===== config.mk =====
export PLATFORM = sky130hd
export DESIGN_NAME = pec_bank
export DESIGN_NICKNAME = d
export VERILOG_FILES = /design/src/rtl/pec_pkg.sv /design/src/rtl/pec_cell.sv /design/src/rtl/pec_rd_port.sv /design/src/rtl/pec_bank.sv
export SDC_FILE = /design/constraint.sdc
export NUM_CORES = 1
export LEC_CHECK = 0
export BUFFER_PORTS_ARGS = -buffer_cell sky130_fd_sc_hd__buf_2
export CAP_MARGIN = 10
export CORE_ASPECT_RATIO = 0.5
export CORE_UTILIZATION = 60
export DETAILED_ROUTE_END_ITERATION = 10
export GPL_ROUTABILITY_DRIVEN = 1
export PLACE_DENSITY = 0.87
export SYNTH_ARGS = -nofsm -noshare
export SYNTH_HDL_FRONTEND = slang
export SYNTH_HIERARCHICAL = 1
export SYNTH_SLANG_ARGS = --single-unit

===== constraint.sdc =====
create_clock -name clk -period 2.3 [get_ports clk]
set_input_delay 0.23 -clock clk [delete_from_list [all_inputs] [get_ports clk]]
set_output_delay 0.23 -clock clk [all_outputs]
set_load 0.01 [all_outputs]

===== src/rtl/pec_pkg.sv =====
package pec_pkg;
    localparam int unsigned PEC_NUM_CTR = 3;
    localparam int unsigned PEC_CTR_W   = 16;
    localparam int unsigned PEC_ADDR_W  = 4;

    // Per-cycle control seen by one counter cell
    typedef struct packed {
        logic snap;   // transfer strobe
        logic evt;    // count enable
    } pec_ctl_t;

    // What the live counter does this cycle
    typedef enum logic [1:0] {
        STEP_HOLD = 2'd0,
        STEP_INC  = 2'd1,
        STEP_SNAP = 2'd2
    } pec_step_e;

    function automatic pec_step_e pec_pick_step(input pec_ctl_t c);
        if (c.snap)     return STEP_SNAP;
        else if (c.evt) return STEP_INC;
        else            return STEP_HOLD;
    endfunction
endpackage


===== src/rtl/pec_cell.sv =====
module pec_cell
    import pec_pkg::*;
#(
    parameter int unsigned CTR_W = PEC_CTR_W
) (
    input  logic             clk,
    input  logic             rst,
    input  pec_ctl_t         ctl_i,
    output logic [CTR_W-1:0] live_o,
    output logic [CTR_W-1:0] hold_o
);
    localparam logic [CTR_W-1:0] TOP_VAL = {CTR_W{1'b1}};

    logic [CTR_W-1:0] live_q, hold_q;
    logic [CTR_W-1:0] bumped, live_d, hold_d;
    pec_step_e        step;

    always_comb begin
        step   = pec_pick_step(ctl_i);
        bumped = (live_q == TOP_VAL) ? live_q : live_q + CTR_W'(1);
        live_d = live_q;
        hold_d = hold_q;
        unique case (step)
            STEP_INC:  live_d = bumped;
            STEP_SNAP: begin
                live_d = '0;
                hold_d = ctl_i.evt ? bumped : live_q;
            end
            default:   live_d = live_q;
        endcase
    end

    always_ff @(posedge clk) begin
        if (rst) begin
            live_q <= '0;
            hold_q <= '0;
        end else begin
            live_q <= live_d;
            hold_q <= hold_d;
        end
    end

    assign live_o = live_q;
    assign hold_o = hold_q;
endmodule


===== src/rtl/pec_rd_port.sv =====
module pec_rd_port #(
    parameter int unsigned NUM_CTR = 3,
    parameter int unsigned CTR_W   = 16,
    parameter int unsigned ADDR_W  = 4
) (
    input  logic                           clk,
    input  logic                           rst,
    input  logic [ADDR_W-1:0]              addr_i,
    input  logic [NUM_CTR-1:0][CTR_W-1:0]  hold_i,
    output logic [CTR_W-1:0]               rdata_o
);
    logic [CTR_W-1:0] rdata_d;

    always_comb begin
        rdata_d = '0;
        for (int k = 0; k < NUM_CTR; k++) begin
            if (addr_i == ADDR_W'(k)) rdata_d = hold_i[k];
        end
    end

    always_ff @(posedge clk) begin
        if (rst) rdata_o <= '0;
        else     rdata_o <= rdata_d;
    end
endmodule


===== src/rtl/pec_bank.sv =====
module pec_bank
    import pec_pkg::*;
#(
    parameter int unsigned NUM_CTR = PEC_NUM_CTR,
    parameter int unsigned CTR_W   = PEC_CTR_W,
    parameter int unsigned ADDR_W  = PEC_ADDR_W
) (
    input  logic               clk,
    input  logic               rst,
    input  logic [NUM_CTR-1:0] evt_i,
    input  logic               wr_i,
    input  logic [ADDR_W-1:0]  addr_i,
    output logic [CTR_W-1:0]   rdata_o
);
    localparam int unsigned FLAT_W = NUM_CTR * CTR_W;

    logic [NUM_CTR-1:0][CTR_W-1:0] live_arr, hold_arr;
    logic [FLAT_W-1:0]             live_flat, hold_flat;

    for (genvar g = 0; g < NUM_CTR; g++) begin : g_cell
        pec_ctl_t ctl;
        assign ctl.snap = wr_i;
        assign ctl.evt  = evt_i[g];
        pec_cell #(.CTR_W(CTR_W)) cell_i (
            .clk    (clk),
            .rst    (rst),
            .ctl_i  (ctl),
            .live_o (live_arr[g]),
            .hold_o (hold_arr[g])
        );
    end

    assign live_flat = live_arr;
    assign hold_flat = hold_arr;

    pec_rd_port #(
        .NUM_CTR (NUM_CTR),
        .CTR_W   (CTR_W),
        .ADDR_W  (ADDR_W)
    ) rd_i (
        .clk     (clk),
        .rst     (rst),
        .addr_i  (addr_i),
        .hold_i  (hold_arr),
        .rdata_o (rdata_o)
    );
endmodule


==> results of run 1 <==
## final cells by class
cell class / count / area, um^2 / area share, %
tap: 112 / 140 / 2.42
clock buffer: 11 / 253 / 4.37
clock inverter: 5 / 31.3 / 0.541
inverter: 12 / 45.0 / 0.779
timing repair buffer: 34 / 193 / 3.33
sequential: 112 / 2240 / 38.8
multi-input combinational: 452 / 2880 / 49.8
## metrics by stage
step	total power [mW]	utilization, %
after global placement	2.23	65.9
after global routing	3.81	69.3
final	3.69	69.3
after floorplan	2.18	-
after CTS	3.70	69.3
after detailed placement	2.23	65.9
## report_power, final
part | switching [mW] | leakage (nW) | internal, mW
Combinational | 0.134 | 0.969 | 0.0690
Clock | 0.704 | 0.141 | 0.791
Sequential | 0.0214 | 0.908 | 1.97
Total | 0.859 | 2.02 | 2.83
## worst max path at each step
| stage | cells past startpoint | slack, ps | from | endpoint |
|---|---|---|---|---|
| finish | 6 | 320 | g_cell[0].cell_i/live_o[0] | g_cell[0].cell_i/hold_o[2] |
| global route | 6 | 160 | g_cell[0].cell_i/live_o[0] | g_cell[0].cell_i/hold_o[2] |
| CTS | 6 | 360 | g_cell[0].cell_i/live_o[0] | g_cell[0].cell_i/hold_o[2] |
| detailed placement | 6 | 390 | g_cell[0].cell_i/live_o[0] | g_cell[0].cell_i/hold_o[2] |
| global placement | 6 | 440 | g_cell[0].cell_i/live_o[0] | g_cell[0].cell_i/hold_o[12] |
| floorplan | 6 | 530 | g_cell[0].cell_i/live_o[0] | g_cell[0].cell_i/hold_o[12] |
## cell families after synthesis
logic type,Yosys count
xor+xnor,8
compound gates,174
mux,4
flops,112
buf+inv,53
simple gates,263
fa+ha+maj,3
## worst register-to-register path: stages (launching register included)
cell and delay (ps):
dfxtp_1 380, ha_1 250, and3_1 190, nor4b_1 530, a21oi_1 200, o31ai_1 230, nor2b_1 140
## synthesized netlist by cell type, types with 3 or more instances
cell,instances,share of area (%)
a21oi_1,27,2.5
o21ai_0,17,1.6
and3_1,13,1.5
xnor2_1,3,0.49
nand3_1,26,2.4
o21bai_1,8,1.1
buf_6,3,0.63
a211oi_2,10,2.3
nand4_2,4,0.93
and4_1,6,0.98
or4_1,6,0.84
nand3b_1,4,0.56
o41ai_1,4,0.65
nor2_1,59,4.1
inv_1,10,0.70
nor3b_1,6,0.84
o22ai_1,7,0.81
mux2i_1,3,0.56
nand2b_1,20,2.3
or3_1,11,1.3
a311oi_1,16,2.6
o21ai_1,10,0.93
or2_2,3,0.35
nor3_1,11,1.0
xor2_1,5,0.81
ha_1,3,0.70
nand4_1,12,1.4
dfxtp_1,112,42
nand2_1,44,3.1
clkbuf_1,22,1.5
and2_1,3,0.35
o31ai_1,11,1.5
buf_2,14,1.3
nor4_1,5,0.58
nor2b_1,20,2.3
a31oi_1,14,1.6
a211oi_1,32,4.5
o211ai_1,8,1.1
## placed cells by master (no fill, tap or decap), drive strengths merged, types with 10 or more instances in the layout
cell type / Yosys / layout
a211oi: 42 / 42
a21oi: 27 / 27
a311oi: 16 / 16
a31oi: 14 / 14
and3: 13 / 13
buf: 19 / 34
clkbuf: 22 / 11
dfxtp: 112 / 112
inv: 10 / 10
nand2: 44 / 44
nand2b: 20 / 20
nand3: 26 / 26
nand4: 18 / 18
nor2: 59 / 59
nor2b: 20 / 20
nor3: 11 / 11
o21ai: 27 / 27
o31ai: 11 / 11
or3: 12 / 12
## per-layer routing
| layer | global-route usage, % | share of wire, % |
|---|---|---|
| met1 | 35.7 | 46 |
| met2 | 47.0 | 45 |
| met3 | 8.04 | 7.8 |
| met4 | 8.85 | 1.2 |
| met5 | 0 | 0 |
## flip-flops by register name, summed over array words and instances, names as in the netlist
signal / flops
g_cell.cell_i/hold_o: 48
g_cell.cell_i/live_o: 48
rd_i/rdata_o: 16
==> impl_metrics.yaml, run 1 <==
final_layout:
  nFillCells: 643
  area_growth_pct: 7.57
  final_nets: 634
  finalInstanceArea_mm2: 0.00578
  drive_gt1_share_pct: 12.3
  stdcell_count: 738
  diodes: 0
setup_path:
  r2r_cells: 6
  critPathBufInv: 0
  r2r_setup_slack_ps: 320
  crit_path_top_delay_cell: "nor4b_1"
  critical_path.top_delay_family: "simple AND/OR/NAND/NOR gates"
  critPathCaptureType: "flop"
  crit_arrival_ps: 2270
  r2r-start: "g_cell[0].cell_i/live_o[0]"
  cp-start-kind: "flop"
  crit_required_ps: 2590
  critPathMaxStageDelay_ps: 530
  cp_cell_sequence: "ha_1, and3_1, nor4b_1, a21oi_1, o31ai_1, nor2b_1"
  worstSetupPathType: "reg2reg"
  critPathMaxFanout: 5
  worstReg2RegEnd: "g_cell[0].cell_i/hold_o[2]"
global_routing:
  grt_first_pass_wirelength_mm: 20.1
  grt_max_degree: 42
  grt_pass1_vias: 4099
  antenna_found_initial: 0
  grt-ovfl-total: 0
  groute.usage.overall_pct: 28.2
route:
  num_vias: 4773
  drt_first_pass_iters: 5
  ant_nets: 0
  wl_per_cell_um: 17.4
  viasPerCell: 6.47
  drc_errors: 0
  drt-total-wl_mm: 12.8
  drt_iter0_drc: 358
placed_design:
  dp_slack_ps: 389
  portBuffers: 25
  dp.cells: 722
  placed_cell_area_mm2: 0.00550
  routabilityCongestion: 0.934
  dpl.hpwl_mm: 8.90
logic_synthesis:
  synth_compound_area_share_pct: 23.0
  synthDistinctLibCells: 55
  synth_top_family_by_area: "simple AND/OR/NAND/NOR gates"
  synth_simple_gate_area_share_pct: 27.7
  synthXorXnorAreaFrac_pct: 1.30
  synth.area.mux_share_pct: 0.838
  synth_area_mm2: 0.00537
  yosysWarnings: 6
  syn_area_per_cell_um2: 8.71
  ys_ff_latch: 112
  syn_nets: 630
  synth_edf_count: 0
  synth_ff_type: "dfxtp_1"
  async_flop_share_pct: 0
  ys_seq_area_share_pct: 41.7
  synthAdderAreaFrac_pct: 0.698
  syn_inst: 617
sta:
  layout_setup_ws_ps: 316
  period_needed_ps: 1980
  whs_ps: 239
  worstMarginPinSlew_ps: 627
  setup_viol: 0
  slew_headroom_pct: 57.6
  fin_setup_tns_ps: 0
  finalCritPeriodShare_pct: 86.3
  rsz0062_at_grt: "no"
  finClkSkew_ps: 5.58
  final_hold_viol_count: 0
  drv_slew: 0
  fmax_mhz: 504
clocking:
  postCtsHoldBufs: 0
  cts-root-buf: "clkbuf_16"
  clk_latency_ps: 350
  cts-resized-gates: 0
  cts_tree: "built"
  clock-sinks: 112
  clkTransAtPathRegs_ps: 70
  cts_buffers: 9
  cts_setup_buffers: 0
  clockBufferDepth: 2
  cts_max_level: 3
floorplanning:
  ioPinCount: 26
  die_y_um: 68.9
  die_width_um: 136
  rows: 23
  core_mm2: 0.00835
  start_util_pct: 64.4
  dieArea_mm2: 0.00936
flow_run:
  maxCapViolations: 0
hold_path:
  worstHoldPathCells: 3
  hold_path.startpoint: "evt_i[2]"
  min_path_type: "in2reg"
  hold-path-endpoint: "g_cell[2].cell_i/live_o[1]"
power_and_ir_drop:
  p_leak_nw: 2.02
  p_per_area_mw_per_mm2: 638
  ir_worst_vdd_mv: 0.427
outcome:
  status: "complete, no violations"
Note: power is estimated with default switching activity, not from simulation.
==> run 2: changes to the inputs <==
- CORE_MARGIN: not set -> 3
- PLACE_DENSITY: 0.87 -> 0.78
==> impl_metrics.yaml, run 2 (synthesized netlist as in run 1, its figures left out) <==
outcome:
  status: "complete, no violations"
global_routing:
  grt_max_degree: 49
  grt-ovfl-total: 0
  grt_first_pass_wirelength_mm: 20.7
  antenna_found_initial: 0
  grt_pass1_vias: 4123
  groute.usage.overall_pct: 25.1
power_and_ir_drop:
  combPwrFrac_pct: 5.4
  clock_power_share_pct: 40.4
  ir_worst_vdd_mv: 0.429
  p_sw_share_pct: 23.7
  internal-power_mw: 2.81
  p_leak_nw: 2.00
  p_seq_share_pct: 54.2
  p_per_area_mw_per_mm2: 639
  p_switching_uw: 871
floorplanning:
  dieArea_mm2: 0.0102
  die_y_um: 72.9
  die_width_um: 140
  start_util_pct: 64.4
  ioPinCount: 26
  rows: 23
  core_mm2: 0.00835
hold_path:
  hold_path.startpoint: "evt_i[1]"
  hold-path-endpoint: "g_cell[1].cell_i/live_o[1]"
  min_path_type: "in2reg"
  worstHoldPathCells: 3
clocking:
  clock-sinks: 112
  postCtsHoldBufs: 0
  cts_buffers: 9
  cts_max_level: 3
  clk_latency_ps: 350
  cts_tree: "built"
  clockBufferDepth: 2
  cts-root-buf: "clkbuf_16"
  cts_setup_buffers: 0
  clkTransAtPathRegs_ps: 70
  cts-resized-gates: 0
placed_design:
  routabilityCongestion: 0.954
  dp_slack_ps: 425
  placed_cell_area_mm2: 0.00547
  dpl.hpwl_mm: 8.88
  portBuffers: 25
route:
  drc_errors: 0
  drt-total-wl_mm: 12.7
  num_vias: 4689
  drt_iter0_drc: 344
  ant_nets: 0
  drt_first_pass_iters: 5
  viasPerCell: 6.38
  wl_per_cell_um: 17.3
setup_path:
  r2r-start: "g_cell[0].cell_i/live_o[0]"
  critPathMaxStageDelay_ps: 490
  r2r_setup_slack_ps: 400
  critical_path.top_delay_family: "simple AND/OR/NAND/NOR gates"
  worstReg2RegEnd: "g_cell[0].cell_i/hold_o[2]"
  crit_arrival_ps: 2190
  critPathCaptureType: "flop"
  critPathMaxFanout: 5
  cp-start-kind: "flop"
  worstSetupPathType: "reg2reg"
  crit_required_ps: 2590
  cp_cell_sequence: "ha_1, and3_1, nor4b_1, a21oi_1, o31ai_1, nor2b_1"
  r2r_cells: 6
  crit_path_top_delay_cell: "nor4b_1"
  critPathBufInv: 0
sta:
  finalCritPeriodShare_pct: 82.5
  fin_setup_tns_ps: 0
  period_needed_ps: 1900
  setup_viol: 0
  whs_ps: 230
  fmax_mhz: 527
  finClkSkew_ps: 3.42
  slew_headroom_pct: 50.7
  worstMarginPinSlew_ps: 740
  layout_setup_ws_ps: 404
  final_hold_viol_count: 0
  drv_slew: 0
  rsz0062_at_grt: "no"
flow_run:
  maxCapViolations: 0
final_layout:
  nFillCells: 655
  multiInputGateArea_mm2: 0.00288
  mostFrequentLayoutCell: "dfxtp_1"
  final_nets: 631
  seq_area_mm2: 0.00224
  finalInstanceArea_mm2: 0.00576
  final_cell_mix: "dfxtp_1 (112), nor2_1 (59), nand2_1 (44), a211oi_1 (32), a21oi_1 (27)"
  area_growth_pct: 7.10
  drive_gt1_share_pct: 11.9
  diodes: 0
## run 2: how the worst max path moves through the flow
stage	startpoint	endpoint	slack, ps	cells after the start
2_1_floorplan	g_cell[0].cell_i/live_o[0]	g_cell[0].cell_i/hold_o[12]	530	6
3_3_place_gp	g_cell[0].cell_i/live_o[0]	g_cell[0].cell_i/hold_o[12]	460	6
3_5_place_dp	g_cell[0].cell_i/live_o[0]	g_cell[0].cell_i/hold_o[12]	420	6
4_1_cts	g_cell[0].cell_i/live_o[0]	g_cell[0].cell_i/hold_o[12]	410	6
5_1_grt	g_cell[0].cell_i/live_o[2]	g_cell[0].cell_i/hold_o[15]	200	5
6_report	g_cell[0].cell_i/live_o[0]	g_cell[0].cell_i/hold_o[2]	400	6
## run 2: final cells by class
| class | instances | area share, % |
|---|---|---|
| Timing Repair Buffer | 31 | 2.96 |
| Multi-Input combinational cell | 452 | 50.0 |
| Clock buffer | 10 | 4.15 |
| Clock inverter | 6 | 0.739 |
| Tap cell | 112 | 2.43 |
| Sequential cell | 112 | 39.0 |
| Inverter | 12 | 0.783 |
## run 2: routing by layer
| metal | track usage (%) | routed length [um] | up-vias |
|---|---|---|---|
| met4 | 6.66 | 114 | 0 |
| met5 | 0 | 0 | - |
| met1 | 34.9 | 6120 | 2206 |
| met2 | 40.2 | 5670 | 156 |
| met3 | 5.63 | 789 | 12 |
| li1 | - | - | 2315 |
## run 2: metrics by stage
| step | instances | power [mW] | utilization, % |
|---|---|---|---|
| 4_1_cts | 735 | 3.70 | 69.0 |
| 3_5_place_dp | 719 | 2.23 | 65.6 |
| 5_1_grt | 735 | 3.80 | 69.0 |
| 3_3_place_gp | 719 | 2.23 | 65.6 |
| 6_report | 735 | 3.68 | 69.0 |
| 2_1_floorplan | 617 | 2.18 | - |
## run 2: power groups by stage
stage / Combinational (mW) / Clock [mW] / Sequential (mW)
2_1_floorplan: 0.146 / 0 / 2.03
3_3_place_gp: 0.194 / 0 / 2.04
3_5_place_dp: 0.197 / 0 / 2.04
4_1_cts: 0.198 / 1.51 / 1.99
5_1_grt: 0.218 / 1.59 / 1.99
6_report: 0.200 / 1.49 / 1.99
## run 2: worst min-delay path, delay by kind of cell
family | cells | cell delay [ps]
buffers and inverters | 1 | 130
and+or+nand+nor | 1 | 110
AOI/OAI and AO/OA | 1 | 60
